### src/rtl/muxbus_pkg.sv
package muxbus_pkg;

    typedef enum logic [1:0] {
        PH_NONE = 2'd0,
        PH_ADDR = 2'd1,
        PH_DATA = 2'd2
    } bus_phase_e;

    typedef enum logic [1:0] {
        ST_IDLE    = 2'd0,
        ST_ACCESS  = 2'd1,
        ST_CAPTURE = 2'd2,
        ST_DONE    = 2'd3
    } xfer_state_e;

endpackage

### src/rtl/muxbus_phase_decode.sv
module muxbus_phase_decode
    import muxbus_pkg::*;
(
    input  logic       frame_n_i,
    input  logic       irdy_n_i,
    input  logic       trdy_n_i,
    output bus_phase_e phase_o
);

    always_comb begin
        phase_o = PH_NONE;
        unique case ({frame_n_i, irdy_n_i, trdy_n_i})
            3'b011:  phase_o = PH_ADDR;
            3'b100:  phase_o = PH_DATA;
            default: phase_o = PH_NONE;
        endcase
    end

endmodule

### src/rtl/muxbus_xfer_ctrl.sv
module muxbus_xfer_ctrl
    import muxbus_pkg::*;
#(
    parameter int AD_W = 8
) (
    input  logic            clk,
    input  logic            rst_n,
    input  bus_phase_e      phase_i,
    input  logic [AD_W-1:0] ad_i,
    input  logic            wr_n_i,
    input  logic            en_n_i,
    input  logic            busy_n_i,
    output logic            mem_en_o,
    output logic            mem_we_o,
    output logic [AD_W-1:0] mem_addr_o,
    output logic [AD_W-1:0] mem_wdata_o,
    input  logic [AD_W-1:0] mem_rdata_i,
    output logic [AD_W-1:0] rdata_o,
    output logic            ack_n_o
);

    typedef struct packed {
        xfer_state_e     st;
        logic [AD_W-1:0] addr;
        logic [AD_W-1:0] wdata;
        logic            addr_vld;
        logic            data_vld;
        logic            we;
        logic [AD_W-1:0] rdata;
    } ctrl_regs_t;

    ctrl_regs_t r_d, r_q;
    logic       go;

    always_comb begin
        r_d = r_q;
        go  = !en_n_i && !busy_n_i && r_q.addr_vld && (wr_n_i || r_q.data_vld);
        unique case (r_q.st)
            ST_IDLE: begin
                if (go) begin
                    r_d.st = ST_ACCESS;
                    r_d.we = !wr_n_i;
                end else if (phase_i == PH_ADDR) begin
                    r_d.addr     = ad_i;
                    r_d.addr_vld = 1'b1;
                    r_d.data_vld = 1'b0;
                end else if (phase_i == PH_DATA && r_q.addr_vld) begin
                    r_d.wdata    = ad_i;
                    r_d.data_vld = 1'b1;
                end
            end
            ST_ACCESS: begin
                r_d.st = ST_CAPTURE;
            end
            ST_CAPTURE: begin
                if (!r_q.we) begin
                    r_d.rdata = mem_rdata_i;
                end
                r_d.st = ST_DONE;
            end
            ST_DONE: begin
                if (en_n_i) begin
                    r_d.st       = ST_IDLE;
                    r_d.addr_vld = 1'b0;
                    r_d.data_vld = 1'b0;
                end
            end
            default: r_d.st = ST_IDLE;
        endcase
    end

    always_ff @(posedge clk or negedge rst_n) begin
        if (!rst_n) begin
            r_q <= '0;
        end else begin
            r_q <= r_d;
        end
    end

    assign mem_en_o    = (r_q.st == ST_ACCESS);
    assign mem_we_o    = mem_en_o && r_q.we;
    assign mem_addr_o  = r_q.addr;
    assign mem_wdata_o = r_q.wdata;
    assign rdata_o     = r_q.rdata;
    assign ack_n_o     = (r_q.st != ST_DONE);

endmodule

### src/rtl/muxbus_master_port.sv
module muxbus_master_port
    import muxbus_pkg::*;
#(
    parameter int AD_W = 8
) (
    input  logic            clk,
    input  logic            rst_n,
    input  logic [AD_W-1:0] ad_i,
    input  logic            frame_n_i,
    input  logic            irdy_n_i,
    input  logic            trdy_n_i,
    input  logic            wr_n_i,
    input  logic            en_n_i,
    input  logic            busy_n_i,
    output logic            mem_en_o,
    output logic            mem_we_o,
    output logic [AD_W-1:0] mem_addr_o,
    output logic [AD_W-1:0] mem_wdata_o,
    input  logic [AD_W-1:0] mem_rdata_i,
    output logic [AD_W-1:0] rdata_o,
    output logic            ack_n_o
);

    bus_phase_e phase;

    muxbus_phase_decode u_phase (
        .frame_n_i (frame_n_i),
        .irdy_n_i  (irdy_n_i),
        .trdy_n_i  (trdy_n_i),
        .phase_o   (phase)
    );

    muxbus_xfer_ctrl #(.AD_W(AD_W)) u_ctrl (
        .clk         (clk),
        .rst_n       (rst_n),
        .phase_i     (phase),
        .ad_i        (ad_i),
        .wr_n_i      (wr_n_i),
        .en_n_i      (en_n_i),
        .busy_n_i    (busy_n_i),
        .mem_en_o    (mem_en_o),
        .mem_we_o    (mem_we_o),
        .mem_addr_o  (mem_addr_o),
        .mem_wdata_o (mem_wdata_o),
        .mem_rdata_i (mem_rdata_i),
        .rdata_o     (rdata_o),
        .ack_n_o     (ack_n_o)
    );

endmodule

### config.mk
export PLATFORM = sky130hd
export DESIGN_NAME = muxbus_master_port
export DESIGN_NICKNAME = d
export VERILOG_FILES = /design/src/rtl/muxbus_pkg.sv /design/src/rtl/muxbus_phase_decode.sv /design/src/rtl/muxbus_xfer_ctrl.sv /design/src/rtl/muxbus_master_port.sv
export SDC_FILE = /design/constraint.sdc
export NUM_CORES = 1
export LEC_CHECK = 0
export BUFFER_PORTS_ARGS = -buffer_cell sky130_fd_sc_hd__buf_4
export CORE_UTILIZATION = 49
export DETAILED_ROUTE_END_ITERATION = 7
export PLACE_DENSITY_LB_ADDON = 0.05
export SYNTH_ARGS = -nofsm -noshare
export SYNTH_HDL_FRONTEND = slang
export SYNTH_SLANG_ARGS = --single-unit
### constraint.sdc
create_clock -name clk -period 2.2 [get_ports clk]
set_clock_uncertainty 0.1 [all_clocks]
set_input_delay 0.44 -clock clk [delete_from_list [all_inputs] [get_ports clk]]
set_output_delay 0.44 -clock clk [all_outputs]
set_load 0.02 [all_outputs]
* Word level (Yosys, flattened, before mapping) *
Index checks and enable logic that the tools add are counted.

operators by class
  equal/unequal tests = 13
  multiplexer cells = 9
  bitwise operators = 3
  reduce and logical (&&, ||, !) cells = 18

operators by type and width
  cell                number
  $reduce_and 4->1    3
  $pmux 2 s2          2
  $pmux 2 s4          1
  $eq 2x2->1 const B  3
  $mux 2              3
  $ne 2x2->1 const B  3
  $reduce_and 2->1    3
  $logic_and 1x1->1   5
  $eq 2x1->1 const B  2
  $ne 2x1->1 const B  2
  $eq 3x2->1 const B  1
  $eq 3x3->1 const B  1
  $logic_not 1->1     3
  $mux 1              3
  $ne 3x1->1 const B  1
  $not 1->1           3
  $reduce_and 3->1    1
  $logic_not 2->1     1
  $reduce_bool 2->1   1
  $logic_or 1x1->1    1

storage, ports and cells
  bits in registers = 29
  input bits = 24
  output and inout bits = 27
  logic and storage cells = 50

* Logic depth before layout (Yosys ltp) *
  word-level depth = 8
  gate-level depth with buffers = 5
  mapped depth without buffers = 5

* Modules after synthesis *
A second synthesis with hierarchy kept.

unflattened totals
  cell total of the unflattened synthesis = 125
  area, all modules = 1,539.0 um^2

by module, submodules not included
  module               times used  cells each  area each (um^2)  sequential area each (um^2)
  muxbus_xfer_ctrl     1           123         1,517.7           725.7
  muxbus_phase_decode  1           2           21.3              0.0

* Worst setup path after synthesis *
Ideal clock, no wire load.

  path type = register to register
  start point = register u_ctrl.r_q[27] (netlist name)
  end point = register u_ctrl.r_q[9] (netlist name)
  setup time = 0.128 ns
  arrival = 1.601 ns
  required time = 1.972 ns
  path slack = 0.371 ns
  stages on the path, launching flop included = 6
  buffers on the path = 0
  clock period less this slack = 1.829 ns
  path through = dfrtp_1 > inv_1 > ha_1 > or4b_4 > o2111ai_1 > mux2_1

on the way
  word-level cells in the longest chain between the ends = 3
  elaborated cells on any way between the ends = 8
  those cells by class = eq/ne (4); mux (1); reduce/logical (3)

ends and longest elaborated chain
  what                                                  line                    source
  start, declared                                       muxbus_xfer_ctrl.sv:32  ctrl_regs_t r_d, r_q;
  start signal, assigned                                muxbus_xfer_ctrl.sv:76  r_q <= r_d;
  $eq 2x2->1 / $logic_not 2->1 (equally long branches)  muxbus_xfer_ctrl.sv:38  unique case (r_q.st)
  $ne 2x2->1 (no line) (tied with other cells)          -
  $reduce_and 4->1 (no line)                            -

Several ways; a longest one is shown, not always the timed one.
A chain may end at the register's enable or synchronous reset.

* Final worst setup path *
Same ends and word-level chain as after synthesis.

==> results.sh <==
export IMPL_worst_margin_slew_ps=367
export IMPL_total_placed_cells_including_tap_cells=171
export IMPL_overflow=0
export IMPL_critPathKind="reg -> reg"
export IMPL_power_ir_vdd_worst_uv=944
export IMPL_cell_with_the_biggest_individual_delay_on_the_critical_path="sky130_fd_sc_hd__or4b_4"
export IMPL_cts_made_buffers=5
export IMPL_design_core_area_mm2=0.00278
export IMPL_critical_path_n_buffers_inverters=1
export IMPL_crit_fanout=6
export IMPL_die_h_um=56.3
export IMPL_hold_class="in -> reg"
export IMPL_crit_path_cell_trace="inv_1, ha_1, or4b_4, o2111ai_1, mux2_1"
export IMPL_clock_insertion_delay_worst_skew_ps=330
export IMPL_drt_iter0_drc=9
export IMPL_syn_avg_cell_area_um2=12.7
export IMPL_grt_pass1_wl_um=4150
export IMPL_postRouteWirelength_um=2450
export IMPL_synth_yosys_warnings=0
export IMPL_yosys_register_bits=29
export IMPL_die_width_um=56.3
export IMPL_final_setup_tns_ps=0
export IMPL_route_detailed_vias_per_inst=5.09
export IMPL_cts_sink_count=29
export IMPL_start_kind="flip-flop"
export IMPL_power_density_mw_per_mm2=1480
export IMPL_synth_fp_nets=143
export IMPL_grt_use_total_pct=17.6
export IMPL_remaining_antenna_violation_count_after_routing=0
export IMPL_summed_area_of_non_filler_cells_in_the_final_layout_mm2=0.00174
export IMPL_grt_antenna_before_repair=0
export IMPL_die_area_mm2=0.00317
export IMPL_num_vias=917
export IMPL_cell_at_the_root_of_the_clock_tree="sky130_fd_sc_hd__clkbuf_4"
export IMPL_dp_hpwl_um=1820
export IMPL_fin_nets=177
export IMPL_areaGrowthSynthToFinish_pct=20.5
export IMPL_max_h_tree_level=2
export IMPL_slew_headroom_pct=75.6
export IMPL_hold_violations=0
export IMPL_clock_tree_buf_depth=2
export IMPL_status="complete, no violations"
export IMPL_worst_setup_hold_path_clk_slew_ps=90
export IMPL_vias_in_the_first_global_route=961
export IMPL_gp_weighted_congestion=0.764
export IMPL_floorplan_initialDensity_pct=51.9
export IMPL_number_of_cells_upsized_or_downsized_after_cts=0
export IMPL_rsz0062_at_grt="false"
export IMPL_ios=51
export IMPL_placedInstanceArea_mm2=0.00168
export IMPL_post_cts_setup_buffer_count=0
export IMPL_portBuffers=50
export IMPL_final_cell_count_no_fill=180
export IMPL_crit_arrival_ps=2060
export IMPL_tritoncts_clock_tree="done"
export IMPL_finish_utilization_pct=62.6
export IMPL_timing_final_crit_period_ps=1950
export IMPL_synth_cells=114
export IMPL_insertedDiodeCount=0
export IMPL_distinct_cell_type_count_after_synthesis=24
export IMPL_part_of_the_yosys_area_used_for_sequential_elements_pct=50.3
export IMPL_endpoint_kind="flip-flop"
export IMPL_remaining_drc_errors=0
export IMPL_filler_cell_count=240
export IMPL_cap_violations=0
export IMPL_cts_hold_buffers=1
export IMPL_num_rows=19
export IMPL_setup_violations_final=0
export IMPL_wire_per_inst_um=13.6
export IMPL_power_leakage_nw=0.873
export IMPL_worst_endpoint_required_ps=2310
export IMPL_worst_path_dominant_cell_family="simple AND/OR/NAND/NOR gates"
export IMPL_post_route_cells_drive_above_1_share_pct=57.7
export IMPL_report_final_slew_viol_count=0
export IMPL_syn_cell_area_mm2=0.00144
export IMPL_first_pass_iters=4
export IMPL_critical_path_max_stage_delay_ps=490
export IMPL_fin_crit_sh_pct=88.4
export IMPL_max_freq_ghz=0.514
export IMPL_largest_net_degree_at_the_start_of_global_routing=30
report_power, final:
part	switching, mW	internal [mW]	total, mW
clock	0.174	0.127	0.301
combinational	0.650	0.678	1.33
sequential	0.155	0.801	0.956
total	0.979	1.61	2.58
sequential cells by signal, indices dropped and copies added, names as in the netlist:
register            flops
u_ctrl.mem_addr_o       8
u_ctrl.mem_wdata_o      8
u_ctrl.r_q              5
u_ctrl.rdata_o          8
area by class of cell:
type | count | area [µm²] | area share (%)
Multi-Input combinational cell | 55 | 515 | 29.6
Sequential cell | 29 | 726 | 41.7
Clock buffer | 8 | 48.8 | 2.80
Timing Repair Buffer | 52 | 393 | 22.6
Tap cell | 31 | 38.8 | 2.23
Inverter | 5 | 18.8 | 1.08
final timing paths:
kind	startpoint	end	slack, ps	depth (start not counted)
worst max-delay path	u_ctrl.r_q[27]$_DFFE_PN0P_	u_ctrl.r_q[9]$_DFFE_PN0P_	250	5
worst min register to register	u_ctrl.mem_addr_o[6]$_DFFE_PN0P_	u_ctrl.mem_addr_o[6]$_DFFE_PN0P_	410	1
worst min-delay path	wr_n_i	u_ctrl.r_q[8]$_DFFE_PN0P_	210	2
min in group asynchronous	rst_n	u_ctrl.r_q[9]$_DFFE_PN0P_	460	2
worst max register to register	u_ctrl.r_q[27]$_DFFE_PN0P_	u_ctrl.r_q[9]$_DFFE_PN0P_	250	5
max in group asynchronous	rst_n	u_ctrl.mem_addr_o[6]$_DFFE_PN0P_	1250	2
synthesized netlist by cell type, drive strengths merged:
cell type   n  area share (%)
a21oi       2            0.69
and2        1            0.43
buf        24              12
clkbuf      1            0.26
dfrtp      29              50
ha          5             4.3
inv         5             1.3
mux2       26              20
mux2i       1            0.69
nand2       5             1.5
nand2b      1            0.95
nand3b      1            0.52
nand4       1            0.87
nor2        4             1.0
nor2b       1            0.43
o2111ai     1            0.61
o21ai       2            0.69
o22ai       1            0.43
o311ai      1            0.61
o31a        1            0.69
or4b        1            0.95
layer usage:
metal / vias up / GRT usage, % / wire (µm)
met5: - / 0 / 0
met4: 0 / 6.27 / 42
met3: 6 / 7.37 / 166
met2: 32 / 32.1 / 1300
met1: 451 / 17.8 / 940
li1: 428 / - / -
worst reg2reg max path, stage by stage, from the launching register on:
cell                        delay [ps]
sky130_fd_sc_hd__dfrtp_1           410
sky130_fd_sc_hd__inv_1             120
sky130_fd_sc_hd__ha_1              250
sky130_fd_sc_hd__or4b_4            490
sky130_fd_sc_hd__o2111ai_1         110
sky130_fd_sc_hd__mux2_1            350
cell families (layout without fill, tap and decap cells):
kind of cell,count (synthesis),after routing,synth area share (%)
buffers and inverters,30,65,14.0
DFF,29,29,50.3
muxes,27,27,21.0
and+or+nand+nor,15,15,6.67
AOI/OAI and AO/OA,8,8,3.73
adders and majority gates,5,5,4.33
through the flow:
stage	setup WS [ps]	total power, mW	hold WS, ps
after floorplan	371	2.06	44.4
after global placement	320	2.25	280
after detailed placement	277	2.31	283
after CTS	252	2.62	188
after global routing	148	2.75	183
final	254	2.58	209
placed cells by master, fill, tap and decap left out, types with 2 or more instances in the layout:
master,Yosys,layout
sky130_fd_sc_hd__buf_4,24,51
sky130_fd_sc_hd__clkbuf_4,0,5
sky130_fd_sc_hd__ha_1,5,5
sky130_fd_sc_hd__clkbuf_1,1,3
sky130_fd_sc_hd__mux2_2,25,25
sky130_fd_sc_hd__nor2_1,4,4
sky130_fd_sc_hd__dfrtp_1,29,29
sky130_fd_sc_hd__nand2_1,4,4
sky130_fd_sc_hd__a21oi_1,2,2
sky130_fd_sc_hd__inv_1,5,5
Power figures use the tool's default switching activity.
